--- config.mk ---
export PLATFORM = sky130hd
export DESIGN_NAME = nibble_cpu
export DESIGN_NICKNAME = d
export VERILOG_FILES = /design/src/rtl/nibble_cpu_pkg.sv /design/src/rtl/nibble_ctrl.sv /design/src/rtl/nibble_regfile.sv /design/src/rtl/nibble_datapath.sv /design/src/rtl/nibble_cpu.sv
export SDC_FILE = /design/constraint.sdc
export NUM_CORES = 1
export LEC_CHECK = 0
export BUFFER_PORTS_ARGS = -buffer_cell sky130_fd_sc_hd__buf_4
export CAP_MARGIN = 10
export CORE_MARGIN = 2
export CORE_UTILIZATION = 52
export CTS_CLUSTER_SIZE = 25
export DETAILED_ROUTE_END_ITERATION = 7
export PLACE_DENSITY = 0.74
export SKIP_CTS_REPAIR_TIMING = 1
export SYNTH_ARGS = -nofsm -noshare
export SYNTH_HDL_FRONTEND = slang
export SYNTH_SLANG_ARGS = --single-unit
--- constraint.sdc ---
create_clock -name clk -period 3.6 [get_ports clk]
set_clock_uncertainty 0.2 [all_clocks]
set_input_delay 0.36 -clock clk [delete_from_list [all_inputs] [get_ports clk]]
set_output_delay 0.36 -clock clk [all_outputs]
set_load 0.05 [all_outputs]
--- src/rtl/nibble_cpu_pkg.sv ---
package nibble_cpu_pkg;

  typedef enum logic [1:0] {
    ALU_XOR = 2'b00,
    ALU_AND = 2'b01,
    ALU_OR  = 2'b10,
    ALU_ADD = 2'b11
  } aluSel_e;

  typedef enum logic [1:0] {
    WB_IMM  = 2'b00,
    WB_ALU  = 2'b01,
    WB_REGA = 2'b10,
    WB_NONE = 2'b11
  } wbSel_e;

  // Packed so that bit 6 is subFlag and bit 0 is regWe
  typedef struct packed {
    logic    subFlag;
    aluSel_e aluSel;
    wbSel_e  wbSel;
    logic    dispEn;
    logic    regWe;
  } ctrl_t;

  localparam int OPC_W   = 4;
  localparam int INSTR_W = 16;

  localparam logic [OPC_W-1:0] OP_NOP  = 4'b0000;
  localparam logic [OPC_W-1:0] OP_LD   = 4'b0001;
  localparam logic [OPC_W-1:0] OP_MOV  = 4'b0010;
  localparam logic [OPC_W-1:0] OP_DISP = 4'b0011;
  localparam logic [OPC_W-1:0] OP_XOR  = 4'b0100;
  localparam logic [OPC_W-1:0] OP_AND  = 4'b0101;
  localparam logic [OPC_W-1:0] OP_OR   = 4'b0110;
  localparam logic [OPC_W-1:0] OP_ADD  = 4'b0111;
  localparam logic [OPC_W-1:0] OP_SUB  = 4'b1111;

endpackage

--- src/rtl/nibble_ctrl.sv ---
module nibble_ctrl
  import nibble_cpu_pkg::*;
(
  input  logic [OPC_W-1:0] opcode,
  output ctrl_t            ctrlWord
);

  always_comb begin
    ctrlWord = '0;
    unique case (opcode)
      OP_LD: begin
        ctrlWord.wbSel = WB_IMM;
        ctrlWord.regWe = 1'b1;
      end
      OP_MOV: begin
        ctrlWord.wbSel = WB_REGA;
        ctrlWord.regWe = 1'b1;
      end
      OP_DISP: ctrlWord.dispEn = 1'b1;
      OP_XOR, OP_AND, OP_OR, OP_ADD: begin
        ctrlWord.aluSel = aluSel_e'(opcode[1:0]);
        ctrlWord.wbSel  = WB_ALU;
        ctrlWord.regWe  = 1'b1;
      end
      OP_SUB: begin
        ctrlWord.subFlag = 1'b1;
        ctrlWord.aluSel  = ALU_ADD;
        ctrlWord.wbSel   = WB_ALU;
        ctrlWord.regWe   = 1'b1;
      end
      default: ctrlWord = '0;  // no-op and the unused opcodes
    endcase
  end

endmodule

--- src/rtl/nibble_regfile.sv ---
module nibble_regfile #(
  parameter int DATA_W  = 4,
  parameter int REG_CNT = 8,
  localparam int ADDR_W = $clog2(REG_CNT)
) (
  input  logic              clk,
  input  logic              rst,
  input  logic              wrEn,
  input  logic [ADDR_W-1:0] wrAddr,
  input  logic [DATA_W-1:0] wrData,
  input  logic [ADDR_W-1:0] rdAddrA,
  input  logic [ADDR_W-1:0] rdAddrB,
  output logic [DATA_W-1:0] rdDataA,
  output logic [DATA_W-1:0] rdDataB
);

  logic [REG_CNT-1:0] wrHot;
  logic [DATA_W-1:0]  regs [REG_CNT];

  // One-hot decode of the destination address
  assign wrHot = wrEn ? (REG_CNT'(1) << wrAddr) : '0;

  for (genvar i = 0; i < REG_CNT; i++) begin : g_reg
    always_ff @(posedge clk) begin
      if (rst)           regs[i] <= '0;
      else if (wrHot[i]) regs[i] <= wrData;
    end
  end

  assign rdDataA = regs[rdAddrA];
  assign rdDataB = regs[rdAddrB];

endmodule

--- src/rtl/nibble_datapath.sv ---
module nibble_datapath
  import nibble_cpu_pkg::*;
#(
  parameter int DATA_W  = 4,
  parameter int REG_CNT = 8,
  parameter int PC_W    = 8
) (
  input  logic               clk,
  input  logic               rst,
  input  ctrl_t              ctrlWord,
  input  logic [INSTR_W-1:0] instr,
  output logic [PC_W-1:0]    pcOut,
  output logic [DATA_W-1:0]  srcA,
  output logic [DATA_W-1:0]  srcB
);

  localparam int ADDR_W = $clog2(REG_CNT);
  localparam int RD_LSB = 8;
  localparam int RA_LSB = 4;
  localparam int RB_LSB = 0;

  logic [ADDR_W-1:0] rdAddr, raAddr, rbAddr;
  logic [DATA_W-1:0] immVal, raVal, rbVal;
  logic [DATA_W-1:0] bOperand, sumVal, aluVal, wbData;
  logic              wrEn;
  logic [PC_W-1:0]   pcReg;

  assign rdAddr = instr[RD_LSB +: ADDR_W];
  assign raAddr = instr[RA_LSB +: ADDR_W];
  assign rbAddr = instr[RB_LSB +: ADDR_W];
  assign immVal = instr[DATA_W-1:0];

  nibble_regfile #(
    .DATA_W  (DATA_W),
    .REG_CNT (REG_CNT)
  ) u_regfile (
    .clk     (clk),
    .rst     (rst),
    .wrEn    (wrEn),
    .wrAddr  (rdAddr),
    .wrData  (wbData),
    .rdAddrA (raAddr),
    .rdAddrB (rbAddr),
    .rdDataA (raVal),
    .rdDataB (rbVal)
  );

  // One adder does add and subtract: A + ~B + 1 when subtracting
  assign bOperand = ctrlWord.subFlag ? ~rbVal : rbVal;
  assign sumVal   = raVal + bOperand + DATA_W'(ctrlWord.subFlag);

  always_comb begin
    unique case (ctrlWord.aluSel)
      ALU_XOR: aluVal = raVal ^ rbVal;
      ALU_AND: aluVal = raVal & rbVal;
      ALU_OR:  aluVal = raVal | rbVal;
      default: aluVal = sumVal;
    endcase
  end

  always_comb begin
    unique case (ctrlWord.wbSel)
      WB_IMM:  wbData = immVal;
      WB_ALU:  wbData = aluVal;
      WB_REGA: wbData = raVal;
      default: wbData = '0;
    endcase
  end

  assign wrEn = ctrlWord.regWe && (ctrlWord.wbSel != WB_NONE);

  always_ff @(posedge clk) begin
    if (rst) pcReg <= '0;
    else     pcReg <= pcReg + PC_W'(1);
  end

  assign pcOut = pcReg;
  assign srcA  = raVal;
  assign srcB  = rbVal;

endmodule

--- src/rtl/nibble_cpu.sv ---
module nibble_cpu
  import nibble_cpu_pkg::*;
#(
  parameter int DATA_W  = 4,
  parameter int REG_CNT = 8,
  parameter int PC_W    = 8
) (
  input  logic               clk,
  input  logic               rst,
  output logic [PC_W-1:0]    progAddr,
  input  logic [INSTR_W-1:0] progInstr,
  output logic               dispStrobe,
  output logic [DATA_W-1:0]  dispA,
  output logic [DATA_W-1:0]  dispB
);

  ctrl_t ctrlWord;

  nibble_ctrl u_ctrl (
    .opcode   (progInstr[INSTR_W-1 -: OPC_W]),
    .ctrlWord (ctrlWord)
  );

  nibble_datapath #(
    .DATA_W  (DATA_W),
    .REG_CNT (REG_CNT),
    .PC_W    (PC_W)
  ) u_datapath (
    .clk      (clk),
    .rst      (rst),
    .ctrlWord (ctrlWord),
    .instr    (progInstr),
    .pcOut    (progAddr),
    .srcA     (dispA),
    .srcB     (dispB)
  );

  assign dispStrobe = ctrlWord.dispEn;

endmodule

==> summary.md <==
| Metric | Value |
|---|---|
| Tmin final | 3.420 ns |
| Crit path DAT | 3.24 ns |
| Asr flop ratio synth | 0 |
| Setup tns final | 0 ns |
| IO Port Bufs | 32 |
| Die Footprint | 5602 um^2 |
| Worst path required time | roughly 3.4 ns |
| Worst-margin pin slew | 0.7623 ns |
| Pre-antenna DRT Iters | 5 |
| Internal | 0.8097 mW |
| Pins Over Slew Limit | 0 |
| Cts bufs inserted | 5 |
| Ratio of cells with drive above 1 in the final layout | 0.2615 |
| Hold Path Origin | rst |
| Highest metal used | met4 |
| Via density | 5.671 |
| Total GRT Usage | 0.2267 |
| Sequential share of power | 0.457 |
| EDFF count, synth | 32 |
| Number of remaining DRC errors | 0 |
| Critical path's most frequent cell | xor2_1 |
| Worst hold slack | 0.1191 ns |
| Die height | 74.85 um |
| PD cells | 376.9 nW/um^2 |
| Routed length on met1 | roughly 2.4 mm |
| RSZ-0062 raised after global routing | false |
| Worst R2R Start | u_datapath.u_regfile.regs[6][2]$_SDFFCE_PN0P_ |
| R2R depth | 10 |
| # setup viols final | 0 |
| Worst path depth | 10 |
| I/O pin cnt | 35 |
| Antenna violations before repair | 0 |
| Antenna Cells | 0 |
| Last weighted congestion value of the routability-driven placer | 0.8919 |
| Layout Cells excl Fill | between 300 and 400 |
| Crit-path max FO | 8 |
| Slew headroom | 0.4874 |
| Wire length on met3 | 332 um |
| Synthesis-to-layout area growth | 18.26% |
| Worst IR Drop VDD | 260.0 uV |
| DP Wirelength | 4.451 mm |
| Max-cap viol count | 0 |
| Cells on Worst Hold Path | 2 |
| Inst Count DP | around 340 |
| Site row count | 25 |
| Crit Path Class | reg -> reg |
| Most used DFF post-synth | edfxtp_1 |
| Core area | between 4000 and 5000 um^2 |
| Area of the multi-input gates | about 1400 um^2 |
| Hold Crit Endpoint | u_datapath.pcOut[0]$_SDFF_PP0_ |
| CTS tree | built |
| H-tree Lvls | 2 |
| Clock sinks | 40 |
| Die Wd | between 70 and 80 um |
| Syn Std Cell Area | 2610 um^2 |
| Iteration-0 DRC Markers | 114 |
| Final net count | 313 |
| Met2 routed WL | around 2.8 mm |
| Vias | slightly below 2,000 |
| Hold crit path type | in -> reg |
| CP Cell Sequence | mux4_2 -> mux2i_1 -> xor2_1 -> ha_1 -> a21o_1 -> a31oi_1 -> xor2_1 -> xnor3_1 -> o32ai_4 -> nor2_1 |
| Crit-path leading delay family | multiplexers |
| NetSw | 0.3538 mW |
| Clock latency on the worst-skew pair | between 0.2 and 0.3 ns |
| Seq cells post-synth | 40 |
| R2R setup slack | about 0.18 ns |
| Pin count of the biggest net entering global routing | 14 |
| Maximum root-to-sink buffer count | 2 |
| First-pass GRT wire length | 9.273 mm |
| Sequential share of the synthesized area | 0.4295 |
| Post-synth cell types | 41 |
| Dominant cells by area after synthesis | edfxtp_1 (37%), mux4_2 (12%), nor2_1 (6.8%) |
| Comb power frac | 0.284 |
| Largest area contributor in the netlist | edfxtp_1 |
| Slowest-stage cell, CP | mux4_2 |
| Clock Power Share | 0.259 |
| Starting Density | 0.5454 |
| Share of the synthesized area in the top cell type | 0.3682 |
| Syn Inst Count | 239 |
| Hold Fails Final Rpt | 0 |
| CTS Root Cell | clkbuf_8 |
| Fmax | 0.2924 GHz |
| Mean post-synth cell area | 10.92 um^2 |
| WL/cell | ~16 um |
| Leakage dissipation | between 1 and 1.5 nW |
| Synth Net Count | 270 |
| Fillers | roughly 370 |
| Post-Route WL | about 5.7 mm |
| Yosys warnings | 0 |
| Final period util | 0.9500 |
| Worst r2r dst | u_datapath.u_regfile.regs[1][3]$_SDFFCE_PN0P_ |
| Worst Setup End Kind | flip-flop |
| Storage cell area | 1121 um^2 |
| Worst-path clk slew | around 0.08 ns |
| Antenna-violating nets left | 0 |
| GR Overflow Total | 0 |
| CP max stage delay | 0.51 ns |
| Status | completed |
| Number of global-route vias before repair | 1,939 |
| Sw frac | 0.3041 |
| Worst path buffer plus inverter count | 0 |
| Crit start category | flip-flop |
[layout make-up]
class / count / share of cell area
clock buffers: 7 / 0.02797
clock inverters: 1 / 0.001216
multi-input cells: 174 / 0.4491
well taps: 67 / 0.02716
inverters: 14 / 0.01702
repair buffers: 47 / 0.1143
flip-flops and latches: 40 / 0.3632
[state kept, by name, summed over array words and instances (netlist names)]
| signal | flops |
|---|---|
| u_datapath.u_regfile.regs | 32 |
| u_datapath.pcOut | 8 |
[per-layer routing]
layer | vias to the layer above | GRT usage
met1 | 930 | 0.2918
met5 | - | 0
met3 | 18 | 0.03481
met4 | 0 | 0.1250
met2 | 86 | 0.3684
li1 | 951 | -
[how the worst max path moves through the flow]
stage                                                   from                                            end  slack [ns]
2_1_floorplan                                   progInstr[4]  u_datapath.u_regfile.regs[0][3]$_SDFFCE_PN0P_        0.04
3_3_place_gp                                    progInstr[0]  u_datapath.u_regfile.regs[5][3]$_SDFFCE_PN0P_         0.1
3_5_place_dp                                    progInstr[0]  u_datapath.u_regfile.regs[1][3]$_SDFFCE_PN0P_        0.03
4_1_cts        u_datapath.u_regfile.regs[6][2]$_SDFFCE_PN0P_  u_datapath.u_regfile.regs[1][3]$_SDFFCE_PN0P_        0.20
5_1_grt        u_datapath.u_regfile.regs[6][2]$_SDFFCE_PN0P_  u_datapath.u_regfile.regs[5][3]$_SDFFCE_PN0P_       0.009
6_report       u_datapath.u_regfile.regs[6][2]$_SDFFCE_PN0P_  u_datapath.u_regfile.regs[1][3]$_SDFFCE_PN0P_        0.18
[kinds of logic after synthesis]
family / count (synthesis) / synth area share
buffers and inverters: 25 / 0.03931
AO/OA/AOI/OAI: 37 / 0.1050
adder cells (fa/ha/maj): 13 / 0.06807
AND/OR/NAND/NOR: 87 / 0.1448
multiplexers: 25 / 0.1678
flip-flops: 40 / 0.4295
XOR/XNOR: 12 / 0.04554
[placed cells by master (no fill, tap or decap), types with 2 or more instances in the layout]
master,n
a211oi_2,2
a21o_1,3
a21oi_1,4
a22oi_1,2
a31oi_1,2
and3_1,2
buf_4,47
clkbuf_8,6
dfxtp_1,8
edfxtp_1,32
fa_1,2
ha_1,11
inv_1,13
mux2i_1,10
mux4_2,14
nand2_1,17
nand3_1,8
nand3b_1,2
nand4_1,2
nor2_1,47
nor2b_1,4
nor3_1,2
o21ai_0,12
o21bai_1,2
o2bb2ai_1,2
o31ai_1,2
xnor2_1,3
xor2_1,8
[synthesized netlist by cell type, types with 8 or more instances]
cell and instances:
nor2_1 47, edfxtp_1 32, nand2_1 17, inv_1 14, mux4_2 14, o21ai_0 12
ha_1 11, mux2i_1 10, clkbuf_1 8, dfxtp_1 8, nand3_1 8, xor2_1 8
[stage by stage]
step	utilization	instance area [um^2]	power [mW]	setup slack (ns)
after floorplan	-	2610	0.7602	0.03609
after global placement	0.6261	2997	0.8633	0.09695
after detailed placement	0.6261	2997	0.8707	0.03266
after CTS	0.6450	3087	1.166	0.2025
after global routing	0.6450	3087	1.214	0.009262
final	0.6450	3087	1.163	0.1801
[power groups by stage]
| stage | combinational (mW) | clock (mW) | sequential (mW) |
|---|---|---|---|
| 2_1_floorplan | 0.213 | 0 | 0.547 |
| 4_1_cts | 0.330 | 0.304 | 0.532 |
| 3_3_place_gp | 0.323 | 0 | 0.541 |
| 5_1_grt | 0.359 | 0.320 | 0.535 |
| 6_report | 0.330 | 0.301 | 0.532 |
| 3_5_place_dp | 0.328 | 0 | 0.542 |
Power figures use the tool's default switching activity.
